## src/rtl/attr_remap_pkg.sv

```systemverilog
package attr_remap_pkg;

    parameter int unsigned REG_W  = 32;
    parameter int unsigned IDX_W  = 3;
    parameter int unsigned ATTR_W = 2;

    localparam int unsigned N_IDX       = 1 << IDX_W;
    localparam int unsigned SHR_BASE    = ATTR_W * N_IDX;
    localparam int unsigned PRIM_USED_W = SHR_BASE + 4;
    localparam int unsigned OUTER_LSB   = REG_W / 2;

    // Offsets of the shareable remap bits above SHR_BASE
    localparam int unsigned SHR_DEV_S0  = 0;
    localparam int unsigned SHR_DEV_S1  = 1;
    localparam int unsigned SHR_NORM_S0 = 2;
    localparam int unsigned SHR_NORM_S1 = 3;

    typedef enum logic [ATTR_W-1:0] {
        MT_SO   = 2'b00,
        MT_DEV  = 2'b01,
        MT_NORM = 2'b10,
        MT_RSVD = 2'b11
    } mem_type_e;

    typedef struct packed {
        logic [ATTR_W-1:0] mtype;
        logic              shr;
        logic [ATTR_W-1:0] inner;
        logic [ATTR_W-1:0] outer;
    } mem_attr_t;

    typedef struct packed {
        logic [REG_W-1:0] prim;
        logic [REG_W-1:0] norm;
    } remap_bank_t;

    localparam logic [REG_W-1:0] PRIM_RST = 32'h0009_8AA4;
    localparam logic [REG_W-1:0] NORM_RST = 32'h44E0_48E0;
    localparam logic [REG_W-1:0] PRIM_WMASK =
        {{(REG_W-PRIM_USED_W){1'b0}}, {PRIM_USED_W{1'b1}}};

endpackage

```

## src/rtl/remap_access_chk.sv

```systemverilog
module remap_access_chk (
    input  logic acc_valid,
    input  logic acc_write,
    input  logic acc_secure,
    input  logic acc_priv,
    input  logic wr_lock,
    output logic grant_rd,
    output logic grant_wr,
    output logic undef
);
    logic user_fault;
    logic lock_fault;

    always_comb begin
        user_fault = acc_valid && !acc_priv;
        lock_fault = acc_valid && acc_priv && acc_write && acc_secure && wr_lock;
        undef      = user_fault || lock_fault;
        grant_rd   = acc_valid && !acc_write && !undef;
        grant_wr   = acc_valid && acc_write && !undef;
    end
endmodule

```

## src/rtl/remap_regbank.sv

```systemverilog
module remap_regbank
    import attr_remap_pkg::*;
(
    input  logic             clk,
    input  logic             rst_n,
    input  logic             grant_rd,
    input  logic             grant_wr,
    input  logic             acc_sel,
    input  logic             acc_secure,
    input  logic [REG_W-1:0] acc_wdata,
    output logic [REG_W-1:0] acc_rdata,
    output remap_bank_t      bank_sec,
    output remap_bank_t      bank_nsec
);
    typedef struct packed {
        remap_bank_t [1:0] bank;
    } regs_t;

    regs_t st_d, st_q;

    always_comb begin
        st_d = st_q;
        if (grant_wr) begin
            if (acc_sel) begin
                st_d.bank[acc_secure].norm = acc_wdata;
            end else begin
                st_d.bank[acc_secure].prim = acc_wdata & PRIM_WMASK;
            end
        end
    end

    always_ff @(posedge clk or negedge rst_n) begin
        if (!rst_n) begin
            for (int b = 0; b < 2; b++) begin
                st_q.bank[b].prim <= PRIM_RST;
                st_q.bank[b].norm <= NORM_RST;
            end
        end else begin
            st_q <= st_d;
        end
    end

    always_comb begin
        acc_rdata = '0;
        if (grant_rd) begin
            acc_rdata = acc_sel ? st_q.bank[acc_secure].norm
                                : st_q.bank[acc_secure].prim;
        end
    end

    assign bank_sec  = st_q.bank[1];
    assign bank_nsec = st_q.bank[0];
endmodule

```

## src/rtl/remap_lookup.sv

```systemverilog
module remap_lookup
    import attr_remap_pkg::*;
(
    input  logic [PRIM_USED_W-1:0] prim_i,
    input  logic [REG_W-1:0]       norm_i,
    input  logic [IDX_W-1:0]       idx_i,
    input  logic                   s_i,
    output mem_attr_t              attr_o
);
    logic [ATTR_W-1:0] type_tbl  [N_IDX];
    logic [ATTR_W-1:0] inner_tbl [N_IDX];
    logic [ATTR_W-1:0] outer_tbl [N_IDX];

    for (genvar gi = 0; gi < N_IDX; gi++) begin : g_fld
        assign type_tbl[gi]  = prim_i[ATTR_W*gi +: ATTR_W];
        assign inner_tbl[gi] = norm_i[ATTR_W*gi +: ATTR_W];
        assign outer_tbl[gi] = norm_i[OUTER_LSB + ATTR_W*gi +: ATTR_W];
    end

    logic [ATTR_W-1:0] stage1_type;

    always_comb begin
        // Stage one: memory type and shareability
        stage1_type = type_tbl[idx_i];
        if (stage1_type == MT_RSVD) begin
            stage1_type = MT_NORM;
        end
        attr_o.mtype = stage1_type;
        attr_o.inner = '0;
        attr_o.outer = '0;
        unique case (stage1_type)
            MT_SO:   attr_o.shr = 1'b1;
            MT_DEV:  attr_o.shr = s_i ? prim_i[SHR_BASE + SHR_DEV_S1]
                                      : prim_i[SHR_BASE + SHR_DEV_S0];
            default: attr_o.shr = s_i ? prim_i[SHR_BASE + SHR_NORM_S1]
                                      : prim_i[SHR_BASE + SHR_NORM_S0];
        endcase
        // Stage two: cacheability only for normal memory
        if (stage1_type == MT_NORM) begin
            attr_o.inner = inner_tbl[idx_i];
            attr_o.outer = outer_tbl[idx_i];
        end
    end
endmodule

```

## src/rtl/attr_remap_unit.sv

```systemverilog
module attr_remap_unit
    import attr_remap_pkg::*;
(
    input  logic              clk,
    input  logic              rst_n,
    input  logic              acc_valid,
    input  logic              acc_write,
    input  logic              acc_sel,
    input  logic              acc_secure,
    input  logic              acc_priv,
    input  logic              wr_lock,
    input  logic [REG_W-1:0]  acc_wdata,
    output logic [REG_W-1:0]  acc_rdata,
    output logic              acc_undef,
    input  logic              mmu_en,
    input  logic              remap_en,
    input  logic              lk_secure,
    input  logic [IDX_W-1:0]  desc_idx,
    input  logic              desc_s,
    input  logic [IDX_W-1:0]  dflt_idx,
    input  logic              dflt_s,
    input  logic [ATTR_W-1:0] pass_type,
    input  logic              pass_shr,
    input  logic [ATTR_W-1:0] pass_inner,
    input  logic [ATTR_W-1:0] pass_outer,
    output logic [ATTR_W-1:0] mem_type,
    output logic              mem_shr,
    output logic [ATTR_W-1:0] mem_inner,
    output logic [ATTR_W-1:0] mem_outer
);
    logic        grant_rd, grant_wr;
    remap_bank_t bank_sec, bank_nsec, bank_lk;
    logic [IDX_W-1:0] lk_idx;
    logic        lk_s;
    logic        remap_on;
    mem_attr_t   remap_attr, final_attr;

    remap_access_chk u_chk (
        .acc_valid (acc_valid),
        .acc_write (acc_write),
        .acc_secure(acc_secure),
        .acc_priv  (acc_priv),
        .wr_lock   (wr_lock),
        .grant_rd  (grant_rd),
        .grant_wr  (grant_wr),
        .undef     (acc_undef)
    );

    remap_regbank u_bank (
        .clk       (clk),
        .rst_n     (rst_n),
        .grant_rd  (grant_rd),
        .grant_wr  (grant_wr),
        .acc_sel   (acc_sel),
        .acc_secure(acc_secure),
        .acc_wdata (acc_wdata),
        .acc_rdata (acc_rdata),
        .bank_sec  (bank_sec),
        .bank_nsec (bank_nsec)
    );

    always_comb begin
        remap_on = (mmu_en == remap_en);
        lk_idx   = mmu_en ? desc_idx : dflt_idx;
        lk_s     = mmu_en ? desc_s   : dflt_s;
        bank_lk  = lk_secure ? bank_sec : bank_nsec;
    end

    remap_lookup u_look (
        .prim_i(bank_lk.prim[PRIM_USED_W-1:0]),
        .norm_i(bank_lk.norm),
        .idx_i (lk_idx),
        .s_i   (lk_s),
        .attr_o(remap_attr)
    );

    always_comb begin
        if (remap_on) begin
            final_attr = remap_attr;
        end else begin
            final_attr.mtype = pass_type;
            final_attr.shr   = pass_shr;
            final_attr.inner = pass_inner;
            final_attr.outer = pass_outer;
        end
        mem_type  = final_attr.mtype;
        mem_shr   = final_attr.shr;
        mem_inner = final_attr.inner;
        mem_outer = final_attr.outer;
    end
endmodule

```

## config.mk

```make
export PLATFORM = sky130hd
export DESIGN_NAME = attr_remap_unit
export DESIGN_NICKNAME = d
export VERILOG_FILES = /design/src/rtl/attr_remap_pkg.sv /design/src/rtl/remap_access_chk.sv /design/src/rtl/remap_regbank.sv /design/src/rtl/remap_lookup.sv /design/src/rtl/attr_remap_unit.sv
export SDC_FILE = /design/constraint.sdc
export NUM_CORES = 1
export LEC_CHECK = 0
export BUFFER_PORTS_ARGS = -buffer_cell sky130_fd_sc_hd__clkbuf_2
export CAP_MARGIN = 10
export CORE_MARGIN = 10
export CORE_UTILIZATION = 57
export DETAILED_ROUTE_END_ITERATION = 10
export GPL_TIMING_DRIVEN = 0
export PLACE_DENSITY = 0.81
export SYNTH_ARGS = -nofsm -noshare
export SYNTH_HDL_FRONTEND = slang
export SYNTH_SLANG_ARGS = --single-unit
```

## constraint.sdc

```tcl
create_clock -name clk -period 3.25 [get_ports clk]
set_clock_uncertainty 0.15 [all_clocks]
set_input_delay 0.65 -clock clk [delete_from_list [all_inputs] [get_ports clk]]
set_output_delay 0.65 -clock clk [all_outputs]
set_load 0.1 [all_outputs]
```

* Word-level counts from Yosys, hierarchy flattened
Cells that the tools add are included.
** Storage, ports and cells
- Flip-flop bits (word level) :: 128
- Latch bits :: 0
- RAM bits :: 0
- Bits in read-only memories :: 0
- Bits of input ports :: 58
- Output and inout port bits :: 40
- Logic and storage cells :: 56
- Memories :: 0
** Cells by class
- $add $sub $neg :: 0
- Multiply operators :: 0
- Div/mod/pow operators :: 0
- Magnitude comparators :: 3
- Eq/ne operators :: 4
- Shifts and indexed selects :: 0
- Multiplexer cells :: 29
- Bitwise gates (word level) :: 1
- Reductions and logical operators :: 15
** Operators by type and width (count)
- $bwmux 128 :: 2
- $mux 64 :: 3
- $demux 64 s1 :: 2
- $mux 128 :: 1
- $mux 32 :: 3
- $mux 52 :: 1
- $bmux 2 s3 :: 3
- $mux 2 :: 7
- $logic_and 1x1->1 :: 10
- $mux 7 :: 1
- $eq 2x2->1 const B :: 2
- $ge 4x4->1 const B :: 1
- $mux 4 :: 1
- $not 3->4 :: 1
- $logic_not 1->1 :: 3
- $mux 1 :: 3
- $mux 3 :: 1
- $eq 2x1->1 const B :: 1
- $logic_not 2->1 :: 1
- $lt 1x2->1 const B :: 1
- $pmux 1 s2 :: 1
- $eq 1x1->1 :: 1
- $ge 1x1->1 const B :: 1
- $logic_or 1x1->1 :: 1

* Logic depth before layout (Yosys ltp)
- Word-level depth :: 10
- Gate-level depth with buffers :: 8
- Depth with buffers taken out :: 6

* Cells and area by module
Synthesis repeated with hierarchy kept, for this count alone.
** Second synthesis, totals
- Cells, all modules :: 453
- Area total of the unflattened synthesis :: 6080.8 µm²
** Modules (own cells, without submodules)
- remap_regbank :: instances 1, cells an instance 346, area an instance 4870.9 µm², seq. area each 2647.5 µm²
- attr_remap_unit :: instances 1, cells an instance 70, area an instance 754.5 µm², seq. area each 0.0 µm²
- remap_lookup :: instances 1, cells an instance 31, area an instance 425.4 µm², seq. area each 0.0 µm²
- remap_access_chk :: instances 1, cells an instance 6, area an instance 30.0 µm², seq. area each 0.0 µm²

* Least setup slack after synthesis
No wires, ideal clock.
- Path type :: input to output
- Start :: input mmu_en
- End :: output mem_type[0]
- Data arrival time :: 4010 ps
- Data required time :: 2450 ps
- Setup slack :: -1560 ps
- Cell stages on the path :: 8
- Path buffers :: 2
- Cell sequence :: buf_6 mux2i_1 buf_6 mux4_2 nand2b_1 nand4_1 or2b_1 o21ai_0
** Between the ends
- Longest elaborated chain between the ends :: 8
- Elaborated cells on any way between the ends :: 9
- Classes of those cells :: eq/ne: 2; mux: 6; bitwise: 1
** Ends and longest elaborated chain
- start, declared :: line attr_remap_unit.sv:15 : input logic mmu_en,
- $mux 3 :: line attr_remap_unit.sv:64 : lk_idx = mmu_en ? desc_idx : dflt_idx;
- $not 3->4 (not written as such) :: line remap_lookup.sv:24 : stage1_type = type_tbl[idx_i];
- $bmux 2 s3 :: line remap_lookup.sv:24
- $mux 2 (not written as such) (2 in series) :: line remap_lookup.sv:24
- $eq 2x2->1 :: line remap_lookup.sv:25 : if (stage1_type == MT_RSVD) begin
- $mux 2 :: line remap_lookup.sv:25
- $mux 7 * :: line attr_remap_unit.sv:78 : if (remap_on) begin
- end, declared :: line attr_remap_unit.sv:26 : output logic [ATTR_W-1:0] mem_type,
Every way passes the cells marked *; elsewhere a longest branch is shown, timed or not. The select of a mux whose other input is x is not followed.

* Worst setup path after layout
- Start :: input mmu_en
- End :: output mem_shr
** Between the ends
- Longest elaborated chain between the ends :: 10
- Elaborated cells on any way between the ends :: 15
- Classes of those cells :: eq/ne: 3; mux: 10; bitwise: 1; reduce/logical: 1
** Ends and longest elaborated chain
- $mux 3 :: line attr_remap_unit.sv:64
- $not 3->4 (not written as such) :: line remap_lookup.sv:24
- $bmux 2 s3 :: line remap_lookup.sv:24
- $mux 2 (not written as such) (2 in series) :: line remap_lookup.sv:24
- $eq 2x2->1 :: line remap_lookup.sv:25
- $mux 2 :: line remap_lookup.sv:25
- $eq 2x1->1 or $logic_not 2->1 (tied branches) :: line remap_lookup.sv:31 : unique case (stage1_type)
- $pmux 1 s2 :: line remap_lookup.sv:31
- $mux 7 * :: line attr_remap_unit.sv:78
- end, declared :: line attr_remap_unit.sv:27 : output logic mem_shr,
Marks and branches as above.

==> impl_table.tex <==
\begin{tabular}{lr}
\hline
Metric & Value \\
\hline
\multicolumn{2}{l}{\textbf{Global routing}} \\
Vias in the first global route & 4,375 \\
First-pass GRT wire length & 23,700 µm \\
GRT overflow & 0 \\
Global routing usage on met1 & 0.256 \\
Layer carrying the most global-route usage & met2 \\
Met3 Track Usage GR & 0.0689 \\
Antenna violations before repair & 0 \\
Met2 Resource Use GR & 0.350 \\
Total track usage & 0.210 \\
Pin count of the biggest net entering global routing & 54 \\
\multicolumn{2}{l}{\textbf{Power}} \\
Share of total power in combinational logic & 0.314 \\
Relative contribution of the clock network to total power & 0.203 \\
Ratio of total power to cell area & 549 nW/µm² \\
Sw Ratio & 0.318 \\
Int Power & between 2 and 3 mW \\
Net load switching power & 1.22 mW \\
Relative contribution of sequential cells to total power & 0.483 \\
Leakage power of the design & 3.07 nW \\
Max rail drop VDD & 0.263 mV \\
\multicolumn{2}{l}{\textbf{Worst setup path}} \\
Endpoint kind of the worst setup timing path & primary output \\
Signal arrival time at the worst endpoint & 2620 ps \\
Beginning of the worst register-to-register path & u\_bank.bank\_nsec[32] \\
Class of the most critical setup path & in -> out \\
Crit-path most repeated cell & buf\_12 \\
Worst path cell trace & buf\_12 -> buf\_12 -> mux2i\_4 -> buf\_6 -> mux2i\_1 -> a22oi\_1 -> and3\_4 -> or3b\_1 -> a22o\_2 -> clkbuf\_16 \\
Nature of the critical path startpoint & input pin \\
Sum of buffers and inverters on the critical path & 4 \\
Slowest cell on crit path & mux2i\_4 \\
Worst reg2reg path endpoint & u\_bank.bank\_nsec[32] \\
Length in cells of the worst reg-to-reg path & 1 \\
Critical path fanouts, max & 7 \\
Cell family contributing the most delay on the critical path & simple AND/OR/NAND/NOR gates \\
Data required time of the critical path & 2450 ps \\
Slowest cell delay on critical path & 370 ps \\
FF-to-FF setup slack & 2290 ps \\
\multicolumn{2}{l}{\textbf{STA}} \\
Worst Setup Slack, final & -168 ps \\
Period utilization & 1.05 \\
Slew at the pin with the worst max-slew slack & roughly 840 ps \\
Pins Over Slew Limit & 0 \\
Setup TNS & -478 ps \\
Worst Hold Margin & 213 ps \\
Min cycle time layout & 3420 ps \\
Rel. slew slack & 0.436 \\
RSZ-0062 raised after global routing & true \\
Achievable clock frequency & 293 MHz \\
Number of failing setup endpoints in the final timing report & 6 \\
Number of hold violations in the final report & 0 \\
\multicolumn{2}{l}{\textbf{Clock tree}} \\
Number of buffers added by the clock tree synthesis step & 9 \\
Post-CTS Hold Fix Bufs & 0 \\
Root Buffer Master & clkbuf\_8 \\
CTS clock-pin slew for the worst setup and hold paths & 90 ps \\
Number of sinks driven by the clock tree & 104 \\
Source-to-sink clock delay at the later pin of the worst-skew pair & 360 ps \\
CTS tree & done \\
H-tree level count & 3 \\
Clock Tree Buf Depth & 2 \\
\multicolumn{2}{l}{\textbf{Placement}} \\
Pre-CTS setup slack & -463 ps \\
Number of placed instances with taps included & around 630 \\
Placer congestion estimate & 0.839 \\
Estimated wirelength of the detail-placed design & approximately 11,000 µm \\
Total of buffers placed on input and output ports & 92 \\
\multicolumn{2}{l}{\textbf{Route}} \\
Drt first pass iters & 4 \\
Via count normalized by instance count & 6.01 \\
Total Wirelength & 15,000 µm \\
Remaining design rule violation count & 0 \\
Post-route antenna net violation count & 0 \\
Avg WL per Cell & roughly 23 µm \\
Total vias in the final route & 3,945 \\
Number of violations reported at the end of detailed-routing iteration 0 & about 200 \\
\multicolumn{2}{l}{\textbf{Floorplan}} \\
Effective utilization at floorplan & 0.586 \\
Area of the die & 14,500 µm² \\
Vert. Die Dim & about 120 µm \\
Placeable core area & 9820 µm² \\
Placement Rows & 36 \\
Ports & 98 \\
Die width & 120 µm \\
\multicolumn{2}{l}{\textbf{Synth}} \\
Net count after synthesis & between 400 and 500 \\
Count of warnings emitted by yosys & 0 \\
Number of synthesized flops with an enable pin & 0 \\
Mean Syn Cell Area & between 10 and 15 µm² \\
Count of distinct cell types in the synthesized netlist & 39 \\
Async SR Flop Fraction & 1.00 \\
FF+latch count, synth & roughly 100 \\
Share of the yosys chip area belonging to registers & 0.460 \\
Synthesized instance count & 403 \\
Cell area after synthesis & 5750 µm² \\
Most used DFF post-synth & dfrtp\_1 \\
\multicolumn{2}{l}{\textbf{Cells and area}} \\
Count of non-filler cells in the finished layout & 656 \\
Most frequent standard cell in the layout excluding fill and tap cells & mux2\_2 \\
Highest-count cells in the layout ignoring fill and taps & mux2\_2 (104), clkbuf\_2 (77), dfrtp\_1 (68) \\
Fill cell count & 669 \\
Area delta synth->final & 21.5\% \\
Number of nets in the layout & between 500 and 600 \\
Fraction of layout instances using a drive strength above 1 & 0.644 \\
Number of antenna diodes & 0 \\
\multicolumn{2}{l}{\textbf{Min path}} \\
Path class of the lowest-slack min-delay path & in -> async \\
\multicolumn{2}{l}{\textbf{Flow run}} \\
Number of max-cap violations & 0 \\
\multicolumn{2}{l}{\textbf{Status}} \\
Status & complete, but fails checks \\
Violations in the final reports & negative setup slack \\
\hline
\end{tabular}
sequential cells by signal, indices dropped and copies added (netlist names):
register and flops:
u_bank.bank_nsec 52, u_bank.bank_sec 52
Yosys cell counts (4+ instances only):
cell	count	area share
and2_1	20	0.022
buf_2	9	0.0078
o22ai_1	8	0.0087
inv_1	6	0.0039
nand2_1	6	0.0039
buf_1	5	0.0033
a22o_1	5	0.0076
nand2b_1	4	0.0043
nor2_1	22	0.014
dfstp_2	36	0.16
a21oi_1	5	0.0043
dfrtp_1	68	0.30
mux2_2	104	0.20
mux2i_1	18	0.031
nand3_1	4	0.0035
clkbuf_1	12	0.0078
mux4_2	41	0.16
worst max path at each step:
| stage | cells past startpoint | slack (ps) | from | end |
|---|---|---|---|---|
| after floorplan | 5 | -380 | acc_sel | acc_rdata[21] |
| after global placement | 9 | -480 | mmu_en | mem_shr |
| after detailed placement | 9 | -460 | mmu_en | mem_outer[0] |
| after CTS | 9 | -120 | mmu_en | mem_shr |
| after global routing | 10 | -210 | mmu_en | mem_shr |
| final | 10 | -170 | mmu_en | mem_shr |
final cells by class:
type | count | area [µm²] | share of cell area
plain buffers | 28 | 183 | 0.0261
clock buffers | 14 | 173 | 0.0247
clock inverters | 2 | 12.5 | 0.00179
inverters | 6 | 22.5 | 0.00322
multi-input cells | 265 | 3060 | 0.437
flip-flops and latches | 104 | 2650 | 0.379
well taps | 133 | 166 | 0.0238
repair buffers | 104 | 731 | 0.104
through the flow:
| step | power [mW] | instance area (µm²) | util |
|---|---|---|---|
| after floorplan | 2.66 | 5770 | - |
| after global placement | 2.90 | 6400 | 0.651 |
| after detailed placement | 2.96 | 6430 | 0.654 |
| after CTS | 3.81 | 6890 | 0.702 |
| after global routing | 4.01 | 6990 | 0.712 |
| final | 3.84 | 6990 | 0.712 |
per-layer routing:
layer | up-vias | part of all wire | routed length, µm
li1 | 1762 | - | -
met1 | 2019 | 0.40 | 6010
met2 | 145 | 0.51 | 7580
met3 | 19 | 0.080 | 1190
met4 | 0 | 0.013 | 193
met5 | - | 0 | 0
kinds of logic after synthesis:
kind of cell / Yosys count / share of synthesized area
muxes: 167 / 0.413
DFF: 104 / 0.460
and+or+nand+nor: 67 / 0.0613
buffers and inverters: 34 / 0.0267
AOI/OAI and AO/OA: 30 / 0.0374
xor gates and xnor gates: 1 / 0.00152
what timing repair did:
action,CTS,global route
setup endpoints to repair,17,28
setup buffers,6,4
gates resized for setup,42,32
cloned,1,0
pin swaps,5,3
power by group through the flow:
stage | Combinational [mW] | Sequential (mW) | Clock, mW
2_1_floorplan | 0.873 | 1.79 | 0
6_report | 1.21 | 1.85 | 0.779
4_1_cts | 1.18 | 1.85 | 0.785
3_5_place_dp | 1.09 | 1.87 | 0
5_1_grt | 1.28 | 1.89 | 0.836
3_3_place_gp | 1.05 | 1.85 | 0
Note: power is estimated with default switching activity, not from simulation.
